==> src/rtl/odio_pkg.sv <==
// Shared types for the open-drain direction arbiter.
package odio_pkg;
    // Direction lock of one channel.
    typedef enum logic [1:0] {
        ST_IDLE       = 2'd0,
        ST_HOST_LEADS = 2'd1,
        ST_CARD_LEADS = 2'd2
    } dir_state_t;
endpackage

==> src/rtl/odio_line_sync.sv <==
// Samples one line level and outputs a "line is low" flag after STAGES flops.
// Assumes: the line may be asynchronous to clk; STAGES=0 bypasses sampling.
module odio_line_sync #(
    parameter int STAGES = 2
) (
    input  logic clk,
    input  logic rst_n,
    input  logic line_i,
    output logic low_o
);
    generate
        if (STAGES == 0) begin : g_bypass
            assign low_o = ~line_i;
        end else begin : g_chain
            logic [STAGES-1:0] chain_q;
            // Shift the inverted line level through the sampling chain.
            always_ff @(posedge clk) begin
                if (!rst_n) begin
                    chain_q <= '0;
                end else begin
                    chain_q[0] <= ~line_i;
                    for (int k = 1; k < STAGES; k++) begin
                        chain_q[k] <= chain_q[k-1];
                    end
                end
            end
            assign low_o = chain_q[STAGES-1];
        end
    endgenerate
endmodule

==> src/rtl/odio_boost_timer.sv <==
// Active pull-up pulse generator for one side of a channel.
// Assumes: load_i and cancel_i are never both set; cancel_i wins if they are.
module odio_boost_timer #(
    parameter int BOOST_CYCLES = 4
) (
    input  logic clk,
    input  logic rst_n,
    input  logic load_i,
    input  logic cancel_i,
    output logic boost_o
);
    localparam int CW = $clog2(BOOST_CYCLES + 1);
    localparam logic [CW-1:0] LOAD_VAL = CW'(BOOST_CYCLES);

    logic [CW-1:0] cnt_q;

    // Load, cancel or count down the remaining pulse length.
    always_ff @(posedge clk) begin
        if (!rst_n) begin
            cnt_q <= '0;
        end else if (cancel_i) begin
            cnt_q <= '0;
        end else if (load_i) begin
            cnt_q <= LOAD_VAL;
        end else if (cnt_q != '0) begin
            cnt_q <= cnt_q - 1'b1;
        end
    end

    assign boost_o = (cnt_q != '0);
endmodule

==> src/rtl/odio_dir_fsm.sv <==
// Direction lock for one channel: first side seen low leads, host wins ties,
// lock released when both sampled lines read high. Pull-low outputs registered.
// Assumes: host_low_i/card_low_i are already sampled to clk.
module odio_dir_fsm
    import odio_pkg::*;
(
    input  logic clk,
    input  logic rst_n,
    input  logic en_i,
    input  logic host_low_i,
    input  logic card_low_i,
    output logic host_pull_o,
    output logic card_pull_o,
    output logic host_pull_nxt_o,
    output logic card_pull_nxt_o,
    output logic host_rel_o,
    output logic card_rel_o
);
    dir_state_t state_q, state_nxt;

    // Next direction state from the sampled levels and enable.
    always_comb begin
        state_nxt = state_q;
        if (!en_i) begin
            state_nxt = ST_IDLE;
        end else begin
            unique case (state_q)
                ST_IDLE: begin
                    if (host_low_i)      state_nxt = ST_HOST_LEADS;
                    else if (card_low_i) state_nxt = ST_CARD_LEADS;
                end
                ST_HOST_LEADS, ST_CARD_LEADS: begin
                    if (!host_low_i && !card_low_i) state_nxt = ST_IDLE;
                end
                default: state_nxt = ST_IDLE;
            endcase
        end
    end

    // Follower pull-low and leader-release events.
    always_comb begin
        card_pull_nxt_o = en_i && (state_nxt == ST_HOST_LEADS) && host_low_i;
        host_pull_nxt_o = en_i && (state_nxt == ST_CARD_LEADS) && card_low_i;
        card_rel_o      = en_i && (state_q == ST_HOST_LEADS) && card_pull_o && !host_low_i;
        host_rel_o      = en_i && (state_q == ST_CARD_LEADS) && host_pull_o && !card_low_i;
    end

    // Register state and pull-low enables.
    always_ff @(posedge clk) begin
        if (!rst_n) begin
            state_q     <= ST_IDLE;
            host_pull_o <= 1'b0;
            card_pull_o <= 1'b0;
        end else begin
            state_q     <= state_nxt;
            host_pull_o <= host_pull_nxt_o;
            card_pull_o <= card_pull_nxt_o;
        end
    end
endmodule

==> src/rtl/odio_dir_arbiter.sv <==
// One channel: line sampling on both sides, direction lock, and one boost
// timer per side. Assumes: passive pull-ups hold idle lines high.
module odio_dir_arbiter #(
    parameter int SYNC_STAGES  = 2,
    parameter int BOOST_CYCLES = 4
) (
    input  logic clk,
    input  logic rst_n,
    input  logic en_i,
    input  logic host_line_i,
    input  logic card_line_i,
    output logic host_pull_low_o,
    output logic card_pull_low_o,
    output logic host_boost_o,
    output logic card_boost_o
);
    logic host_low, card_low;
    logic host_nxt, card_nxt, host_rel, card_rel;

    odio_line_sync #(.STAGES(SYNC_STAGES)) u_host_sync (
        .clk(clk), .rst_n(rst_n), .line_i(host_line_i), .low_o(host_low));
    odio_line_sync #(.STAGES(SYNC_STAGES)) u_card_sync (
        .clk(clk), .rst_n(rst_n), .line_i(card_line_i), .low_o(card_low));

    odio_dir_fsm u_fsm (
        .clk(clk), .rst_n(rst_n), .en_i(en_i),
        .host_low_i(host_low), .card_low_i(card_low),
        .host_pull_o(host_pull_low_o), .card_pull_o(card_pull_low_o),
        .host_pull_nxt_o(host_nxt), .card_pull_nxt_o(card_nxt),
        .host_rel_o(host_rel), .card_rel_o(card_rel));

    odio_boost_timer #(.BOOST_CYCLES(BOOST_CYCLES)) u_host_boost (
        .clk(clk), .rst_n(rst_n), .load_i(host_rel),
        .cancel_i(!en_i || host_nxt), .boost_o(host_boost_o));
    odio_boost_timer #(.BOOST_CYCLES(BOOST_CYCLES)) u_card_boost (
        .clk(clk), .rst_n(rst_n), .load_i(card_rel),
        .cancel_i(!en_i || card_nxt), .boost_o(card_boost_o));
endmodule

==> src/rtl/odio_channel_bank.sv <==
// Bank of NUM_CH independent open-drain direction arbiters (data + auxiliary).
// Assumes: one shared clock and reset; each channel has its own enable.
module odio_channel_bank #(
    parameter int NUM_CH       = 3,
    parameter int SYNC_STAGES  = 2,
    parameter int BOOST_CYCLES = 4
) (
    input  logic              clk,
    input  logic              rst_n,
    input  logic [NUM_CH-1:0] chan_en_i,
    input  logic [NUM_CH-1:0] host_line_i,
    input  logic [NUM_CH-1:0] card_line_i,
    output logic [NUM_CH-1:0] host_pull_low_o,
    output logic [NUM_CH-1:0] card_pull_low_o,
    output logic [NUM_CH-1:0] host_boost_o,
    output logic [NUM_CH-1:0] card_boost_o
);
    generate
        for (genvar c = 0; c < NUM_CH; c++) begin : g_ch
            odio_dir_arbiter #(
                .SYNC_STAGES(SYNC_STAGES),
                .BOOST_CYCLES(BOOST_CYCLES)
            ) u_arb (
                .clk(clk), .rst_n(rst_n), .en_i(chan_en_i[c]),
                .host_line_i(host_line_i[c]), .card_line_i(card_line_i[c]),
                .host_pull_low_o(host_pull_low_o[c]),
                .card_pull_low_o(card_pull_low_o[c]),
                .host_boost_o(host_boost_o[c]),
                .card_boost_o(card_boost_o[c]));
        end
    endgenerate
endmodule

==> config.mk <==
export PLATFORM = sky130hd
export DESIGN_NAME = odio_channel_bank
export DESIGN_NICKNAME = d
export VERILOG_FILES = /design/src/rtl/odio_pkg.sv /design/src/rtl/odio_line_sync.sv /design/src/rtl/odio_boost_timer.sv /design/src/rtl/odio_dir_fsm.sv /design/src/rtl/odio_dir_arbiter.sv /design/src/rtl/odio_channel_bank.sv
export SDC_FILE = /design/constraint.sdc
export NUM_CORES = 1
export LEC_CHECK = 0
export ABC_AREA = 1
export BUFFER_PORTS_ARGS = -buffer_cell sky130_fd_sc_hd__buf_2
export CAP_MARGIN = 20
export CELL_PAD_IN_SITES_DETAIL_PLACEMENT = 1
export CELL_PAD_IN_SITES_GLOBAL_PLACEMENT = 1
export CORE_MARGIN = 4
export CORE_UTILIZATION = 35
export DETAILED_ROUTE_END_ITERATION = 12
export GPL_TIMING_DRIVEN = 0
export PLACE_DENSITY = 0.76
export SYNTH_ARGS = -nofsm -noshare
export SYNTH_HDL_FRONTEND = slang
export SYNTH_SLANG_ARGS = --single-unit
==> constraint.sdc <==
create_clock -name clk -period 1.9 [get_ports clk]
set_input_delay 0.19 -clock clk [delete_from_list [all_inputs] [get_ports clk]]
set_output_delay 0.19 -clock clk [all_outputs]
set_load 0.1 [all_outputs]
==> results.tsv, run 1 <==
metric	value	unit
irDropWorstVdd	0.345	mV
cellLeakagePower	1.40	nW
ys_types	20	
antenna_found_initial	0	
min_path_type	primary input to flop	
yosysSeqAreaShare	37.2	%
grt_util_all_layers	12.7	%
holdWs	0.0436	ns
multi_input_area	1080	sq um
slowest_delay	0.36	ns
cts_root_buffer	clkbuf_8	
start_util	35.8	%
grt_pass1_vias	1850	
wl_per_cell	10.9	microns
fmax	0.556	GHz
required	1.71	ns
setup_viol	0	
fin_skew	0.00531	ns
core_area	6310	sq um
num_antenna_cells	0	
die_w	88.4	microns
rsz0062_at_grt	no	
dieArea	7810	sq um
synth_area	2260	sq um
path_cells	inv_1 -> ha_1 -> ha_1 -> inv_1 -> buf_4 -> buf_6	
htree_levels	2	
fin_setup_tns	0	ns
fin_crit_sh	94.7	%
nNetsFinal	365	
grt_start_max_net_pins	13	
synth_common_cells	inv_1, nor2_1, nand2_1	
postSynthCellCount	296	
placed_area	2460	sq um
slowest_stage	dfxtp_1	
grt_first_pass_wirelength	7730	microns
cts_buffers	5	
yosysWarnings	0	
placed_cells	394	
design_area	2610	sq um
synth_top_area_share	37.2	%
criticalPathCategory	flop to primary output	
hpwlAfterDp	3540	microns
arrival	1.61	ns
final.fill_count	815	
synth-main-ff-cell	dfxtp_1	
regArea	841	sq um
utilization	41.3	%
synth_area_leaders	dfxtp_1, ha_1, inv_1, nor2_1, nand2_1	
slew_violations	0	
io_pins	23	
clk_pin_slew	0.08	ns
synth_enable_flop_cells	0	
ys_ff_latch	42	
first_iter_violations	53	
clk_path_buf_depth	2	
vias	1807	
cts.sinks	42	
drtAntennaViolNets	0	
gp_congestion	0.705	
insertion_delay	0.29	ns
totalWireLength	4390	microns
yosysTopAreaCell	dfxtp_1	
portBuffers	21	
die_y	88.4	microns
cp_max_fo	4	
period_needed	1.80	ns
relSlewSlack	67.8	%
worst_pin_slew	0.486	ns
yosys.cell_count.top_type	inv_1	
cts_tree	built	
drive_gt1_share	20.6	%
drc	0	
cts_hold_buffers	0	
vias_per_cell	4.50	
overflow	0	
end_kind	primary output	
maxCapViolations	0	
power.density	681	nW/um^2
async_reset_ff_share	0	%
startpoint_type	flop	
finalHoldViolCount	0	
drt_first_pass_iters	4	
syn_avg_cell_area	7.64	sq um
postCtsSetupBuffers	0	
status	finished, final reports clean	
synth_fp_nets	337	
core.rowCount	29	
stdcell_count	402	
syn2layout_area_growth	15.4	%
[cell usage in the layout, fill, tap and decap left out, drive strengths merged]
master / instances
inv: 64
nand2: 52
nor2: 48
dfxtp: 42
buf: 35
ha: 30
nand3: 12
a21oi: 10
clkbuf: 7
xor2: 6
nand4: 6
o211ai: 5
and3: 5
o21ai: 1
nor3: 1
bufinv: 1
[layout make-up]
type                       count  area share [%]
buffer                        14            3.84
clock buffer                   7            2.92
clock inverter                 1            1.15
inverter                      64            9.20
multi-input combinational    176            41.4
sequential                    42            32.2
tap                           77            3.69
timing repair buffer          21            5.61
[critical path, delay by kind of cell, from the launching register on]
family,cells,cell delay [ns]
buffers and inverters,4,0.48
adder cells (fa/ha/maj),2,0.48
flip-flops,1,0.36
[timing repair]
item	4_1_cts	5_1_grt
hold endpoints to repair	0	0
endpoints found under the setup margin	6	6
resized for setup	6	7
[power by group]
part | switching (mW) | internal, mW | leakage [nW]
registers | 0.0112 | 0.899 | 0.341
logic | 0.120 | 0.0593 | 1.01
clock network | 0.294 | 0.393 | 0.0524
total | 0.425 | 1.35 | 1.40
[per-layer routing]
| metal | GRT usage [%] | up-vias | wire length [microns] |
|---|---|---|---|
| met5 | 0 | - | 0 |
| li1 | - | 931 | - |
| met1 | 13.9 | 853 | 1850 |
| met2 | 23.5 | 17 | 2320 |
| met3 | 3.17 | 6 | 144 |
| met4 | 4.53 | 0 | 69 |
[through the flow]
step	total power [mW]	worst slack [ns]
after floorplan	1.06	0.505
after global placement	1.10	0.253
after detailed placement	1.11	0.225
after CTS	1.81	0.0256
after global routing	1.87	0.00863
final	1.78	0.100
[path summary, 6_finish.rpt]
kind	slack (ns)	endpoint	cells after the start	start
max	0.10	host_boost_o[1]	6	g_ch[1].u_arb.u_host_boost.cnt_q[0]$_SDFFE_PP0P_
max reg2reg	0.34	g_ch[1].u_arb.u_card_boost.cnt_q[0]$_SDFFE_PP0P_	10	g_ch[1].u_arb.u_fsm.state_q[0]$_SDFF_PN0_
min	0.04	g_ch[0].u_arb.u_card_sync.g_chain.chain_q[0]$_SDFF_PN0_	2	card_line_i[0]
min reg2reg	0.42	g_ch[2].u_arb.u_card_sync.g_chain.chain_q[1]$_SDFF_PN0_	2	g_ch[2].u_arb.u_card_sync.g_chain.chain_q[0]$_SDFF_PN0_
[logic make-up (layout without fill, tap and decap cells)]
kind of cell	Yosys count	after routing	share of synthesized area, %
AOI/OAI and AO/OA	16	16	4.43
xor gates and xnor gates	6	6	2.32
adders and majority gates	30	30	16.6
buffers and inverters	78	107	15.1
DFF	42	42	37.2
and+or+nand+nor	124	124	24.4
[state kept, by name (all words and copies together), names as in the netlist]
register / flops
g_ch.u_arb.u_host_boost.cnt_q: 9
g_ch.u_arb.u_card_sync.g_chain.chain_q: 6
g_ch.u_arb.u_fsm.card_pull_o: 3
g_ch.u_arb.u_host_sync.g_chain.chain_q: 6
g_ch.u_arb.u_fsm.host_pull_o: 3
g_ch.u_arb.u_card_boost.cnt_q: 9
g_ch.u_arb.u_fsm.state_q: 6
Power figures use the tool's default switching activity.
==> run 2: changes to the inputs <==
Settings changed: CORE_UTILIZATION 35 to 43, PLACE_DENSITY 0.76 to 0.89.
==> run 2 against run 1 <==
Sequential share of layout area rose by 0.31 points. Via count rose by 1.8%. Cell count fell by 1.7%. Sequential power barely moved. Clock power fell by 16%. First-iteration DRC count fell by 11%. Flip-flop and latch count did not move. Hold slack got worse by 0.0070 ns. Critical path depth did not move. Clock skew rose by 0.0057 ns. Die area fell by 17%.
==> results.tsv, run 2 (same netlist as run 1, synthesis figures left out) <==
metric	value	unit	change
holdWs	0.0366	ns	-0.00697 ns
drtAntennaViolNets	0		unchanged
fin_setup_tns	0	ns	unchanged
arrival	1.59	ns	-0.02 ns
cts_buffers	5		unchanged
grt_util_all_layers	15.8	%	+3.2 points
final.fill_count	669		-18%
stdcell_count	395		-1.7%
status	finished, final reports clean		
cts_tree	built		
vias	1840		+1.8%
criticalPathCategory	flop to primary output		
drc	0		unchanged
overflow	0		unchanged
num_antenna_cells	0		unchanged
placed_cells	387		-1.8%
irDropWorstVdd	0.481	mV	+39%
htree_levels	2		unchanged
dieArea	6480	sq um	-17%
path_cells	inv_1 -> ha_1 -> ha_1 -> inv_1 -> buf_4 -> buf_6		
maxCapViolations	0		unchanged
cellLeakagePower	1.39	nW	-0.59%
nNetsFinal	365		unchanged
io_pins	23		unchanged
pre_cts_slack	0.232	ns	+0.00736 ns
syn2layout_area_growth	14.3	%	
path_delay_family	buffers and inverters		
clk_pin_slew	0.09	ns	about the same
worst_pin_slew	0.490	ns	+0.00379 ns
min_path_type	primary input to flop		
portBuffers	21		unchanged
cts.sinks	42		unchanged
slew_violations	0		unchanged
die_y	80.5	microns	-8.9%
layout_commonest_cell	inv_1		
setup_viol	0		unchanged
vias_per_cell	4.66		+3.6%
first_iter_violations	47		-11%
p_total	1.67	mW	-5.8%
cts_root_buffer	clkbuf_8		
drive_gt1_share	21.2	%	+0.62 points
die_w	80.5	microns	-8.9%
finalHoldViolCount	0		unchanged
setup_ws	0.116	ns	+0.0159 ns
grt_pass1_vias	1963		+6.1%
cts_hold_buffers	0		unchanged
startpoint_type	flop		
fmax	0.561	GHz	+0.89%
slowest_stage	dfxtp_1		
insertion_delay	0.30	ns	about the same
gp_congestion	0.735		+4.3%
layout_common_cells	inv_1, nor2_1, nand2_1		
core_area	5110	sq um	-19%
required	1.71	ns	about the same
core.rowCount	26		-10%
postCtsSetupBuffers	0		unchanged
path_buf_inv	4		unchanged
antenna_found_initial	0		unchanged
clk_path_buf_depth	2		unchanged
grt_start_max_net_pins	15		+2
top_regs	g_ch.u_arb.u_card_boost.cnt_q x9, g_ch.u_arb.u_host_boost.cnt_q x9		
end_kind	primary output		
hpwlAfterDp	3590	microns	+1.4%
start_util	44.3	%	+8.5 points
fin_skew	0.0110	ns	+0.00573 ns
regArea	841	sq um	unchanged
relSlewSlack	67.5	%	-0.25 points
slowest_delay	0.35	ns	about the same
power.density	647	nW/um^2	-4.9%
grt_first_pass_wirelength	8080	microns	+4.5%
rsz0062_at_grt	no		
period_needed	1.78	ns	-0.0159 ns
wl_per_cell	11.5	microns	+5.4%
cp_max_fo	4		unchanged
multi_input_area	1080	sq um	unchanged
fin_crit_sh	93.9	%	-0.84 points
totalWireLength	4550	microns	+3.5%
drt_first_pass_iters	4		unchanged
[run 2: metal layers]
layer | track usage (%) | up-vias | share of wire [%]
li1 | - | 930 | -
met1 | 16.4 | 880 | 41
met2 | 30.4 | 20 | 54
met3 | 3.70 | 10 | 2.9
met4 | 5.91 | 0 | 2.1
met5 | 0 | - | 0
[run 2: cell type report]
type | instances | area share [%]
Multi-Input combinational cell | 176 | 41.8
Timing Repair Buffer | 21 | 5.66
Buffer | 14 | 3.87
Sequential cell | 42 | 32.5
Clock inverter | 3 | 0.823
Tap cell | 70 | 3.39
Inverter | 64 | 9.29
Clock buffer | 5 | 2.66
[run 2: timing repair]
action                     4_1_cts  5_1_grt
pin swaps                        0        0
resized for setup                6        7
setup endpoints to repair        6        6
[run 2: path summary, 6_finish.rpt]
kind,start,to,slack [ns],depth (start not counted)
min reg2reg,g_ch[1].u_arb.u_host_sync.g_chain.chain_q[0]$_SDFF_PN0_,g_ch[1].u_arb.u_host_sync.g_chain.chain_q[1]$_SDFF_PN0_,0.42,2
max reg2reg,g_ch[1].u_arb.u_fsm.state_q[0]$_SDFF_PN0_,g_ch[1].u_arb.u_card_boost.cnt_q[0]$_SDFFE_PP0P_,0.29,10
max,g_ch[0].u_arb.u_host_boost.cnt_q[0]$_SDFFE_PP0P_,host_boost_o[0],0.12,6
min,host_line_i[2],g_ch[2].u_arb.u_host_sync.g_chain.chain_q[0]$_SDFF_PN0_,0.04,2
[run 2: where the power goes]
part / switching (mW) / total (mW) / internal [mW]
sequential: 0.0116 / 0.911 / 0.899
clock: 0.323 / 0.581 / 0.258
combinational: 0.122 / 0.181 / 0.0595
[run 2: metrics by stage]
stage	cell area [sq um]	util, %
after CTS	2560	50.1
after global placement	2450	48.0
after floorplan	2260	-
final	2580	50.6
after global routing	2580	50.6
after detailed placement	2450	48.0
==> run 3: changes to the inputs <==
Settings changed: GPL_TIMING_DRIVEN 0 to not set.
==> run 3 against run 2 <==
Die area is the same. Sequential share of layout area is 1.3 points higher. Routed wire length shrank 3.6%. Utilization fell by 2.0 points. Critical endpoint is now card_boost_o[1]. Final area down 3.9%. Worst setup slack better by 0.0073 ns. Cell count fell by 3.3%. Critical path depth is 1 lower.
==> results.tsv, run 3 (same netlist as run 1, synthesis figures left out) <==
metric	value	unit	change
overflow	0		unchanged
first_iter_violations	22		-53%
die_w	80.5	microns	unchanged
rrSetupSlack	0.29	ns	about the same
fin_setup_tns	0	ns	unchanged
wl_per_cell	11.5	microns	-0.31%
maxCapViolations	0		unchanged
cts_root_buffer	clkbuf_8		
die_y	80.5	microns	unchanged
use_met2	29.0	%	-1.4 points
syn2layout_area_growth	9.85	%	
power.density	700	nW/um^2	+8.2%
grt_pass1_vias	1827		-6.9%
slowest_stage	dfxtp_1		
worst_pin_slew	0.488	ns	-0.00192 ns
htree_levels	2		unchanged
start_util	44.3	%	unchanged
fin_skew	0.00601	ns	-0.00502 ns
slew_violations	0		unchanged
grtUsageMet3	3.03	%	-0.67 points
insertion_delay	0.29	ns	about the same
setup_ws	0.123	ns	+0.00729 ns
placed_area	2360	sq um	-3.9%
clk_pin_slew	0.08	ns	about the same
fmax	0.563	GHz	+0.41%
drive_gt1_share	17.9	%	-3.3 points
period_needed	1.78	ns	-0.00728 ns
required	1.71	ns	about the same
grt_util_met1	16.6	%	+0.18 points
irDropWorstVdd	0.335	mV	-30%
nNetsFinal	352		-3.6%
vias_per_cell	4.60		-1.2%
cts-resized-gates	1		-5
min_path_type	primary input to flop		
clk_path_buf_depth	2		unchanged
design_area	2480	sq um	-3.9%
core_area	5110	sq um	unchanged
layout_commonest_cell	inv_1		
io_pins	23		unchanged
grt_first_pass_wirelength	7730	microns	-4.3%
layout_common_cells	inv_1, nor2_1, nand2_1		
vias	1758		-4.5%
pre_cts_slack	0.297	ns	+0.0645 ns
grt_start_max_net_pins	19		+4
grt.busiest_layer	met2		
final.fill_count	668		-0.15%
drtAntennaViolNets	0		unchanged
cts_tree	built		
grt_util_all_layers	15.3	%	-0.55 points
drc	0		unchanged
cts_hold_buffers	0		unchanged
setup_viol	0		unchanged
startpoint_type	flop		
hpwlAfterDp	3560	microns	-1.1%
fin_crit_sh	93.5	%	-0.38 points
arrival	1.59	ns	about the same
gp_congestion	0.764		+3.9%
finalHoldViolCount	0		unchanged
drt_first_pass_iters	4		unchanged
relSlewSlack	67.7	%	+0.13 points
num_antenna_cells	0		unchanged
antenna_found_initial	0		unchanged
criticalPathCategory	flop to primary output		
path_cells	inv_1 -> ha_1 -> ha_1 -> inv_1 -> clkbuf_4		
postCtsSetupBuffers	0		unchanged
portBuffers	22		+4.8%
core.rowCount	26		unchanged
totalWireLength	4380	microns	-3.6%
slowest_delay	0.35	ns	about the same
cp_max_fo	4		unchanged
status	finished, final reports clean		
dieArea	6480	sq um	unchanged
top_regs	g_ch.u_arb.u_card_boost.cnt_q x9, g_ch.u_arb.u_host_boost.cnt_q x9		
cts_buffers	5		unchanged
end_kind	primary output		
rsz0062_at_grt	no		
cellLeakagePower	1.33	nW	-4.6%
cts.sinks	42		unchanged
## run 3: cell types whose count changed in the layout (fill, tap and decap cells not counted)
| cell | before | now |
|---|---|---|
| buf_4 | 12 | 1 |
| buf_6 | 5 | 0 |
| clkbuf_4 | 0 | 5 |
| clkbuf_8 | 5 | 8 |
| buf_2 | 17 | 16 |
| buf_8 | 1 | 0 |
| clkinv_2 | 1 | 0 |
| clkinv_4 | 1 | 0 |
| clkinvlp_4 | 1 | 0 |
## run 3: cell type report
class                           instances  area (sq um)  area share, %
Tap cell                               70          87.6           3.53
Timing Repair Buffer                   22           125           5.04
Clock buffer                            8           110           4.43
Multi-Input combinational cell        176          1080           43.5
Inverter                               64           240           9.67
Sequential cell                        42           841           33.9
## run 3: layer usage
layer	share of wire, %	wire length, microns	up-vias
met5	0	0	-
met3	2.8	122	4
li1	-	-	903
met1	42	1840	836
met4	1.1	48	0
met2	54	2370	15
## run 3: worst max-delay path: cells and delay by family, from the launching register on
family     cells  cell delay (ns)
fa+ha+maj      2             0.45
buf+inv        3             0.48
flops          1             0.35
## run 3: worst paths after layout
| check | depth (start not counted) | start | endpoint |
|---|---|---|---|
| setup reg to reg | 9 | g_ch[0].u_arb.u_fsm.state_q[0]$_SDFF_PN0_ | g_ch[0].u_arb.u_card_boost.cnt_q[2]$_SDFFE_PP0P_ |
| setup / recovery | 5 | g_ch[1].u_arb.u_card_boost.cnt_q[0]$_SDFFE_PP0P_ | card_boost_o[1] |
| hold reg to reg | 2 | g_ch[0].u_arb.u_host_sync.g_chain.chain_q[0]$_SDFF_PN0_ | g_ch[0].u_arb.u_host_sync.g_chain.chain_q[1]$_SDFF_PN0_ |
| hold / removal | 2 | card_line_i[0] | g_ch[0].u_arb.u_card_sync.g_chain.chain_q[0]$_SDFF_PN0_ |
## run 3: per-stage QoR
step	power [mW]	cells	util (%)	hold WS (ns)
global route	1.83	382	48.6	0.0379
floorplan	1.06	296	-	0.262
detailed placement	1.10	374	46.2	0.350
finish	1.74	382	48.6	0.0479
global placement	1.09	374	46.2	0.352
CTS	1.77	382	48.4	0.0331
## run 3: power breakdown
group | internal [mW] | switching, mW
Clock | 0.367 | 0.292
Combinational | 0.0508 | 0.119
Sequential | 0.899 | 0.0116
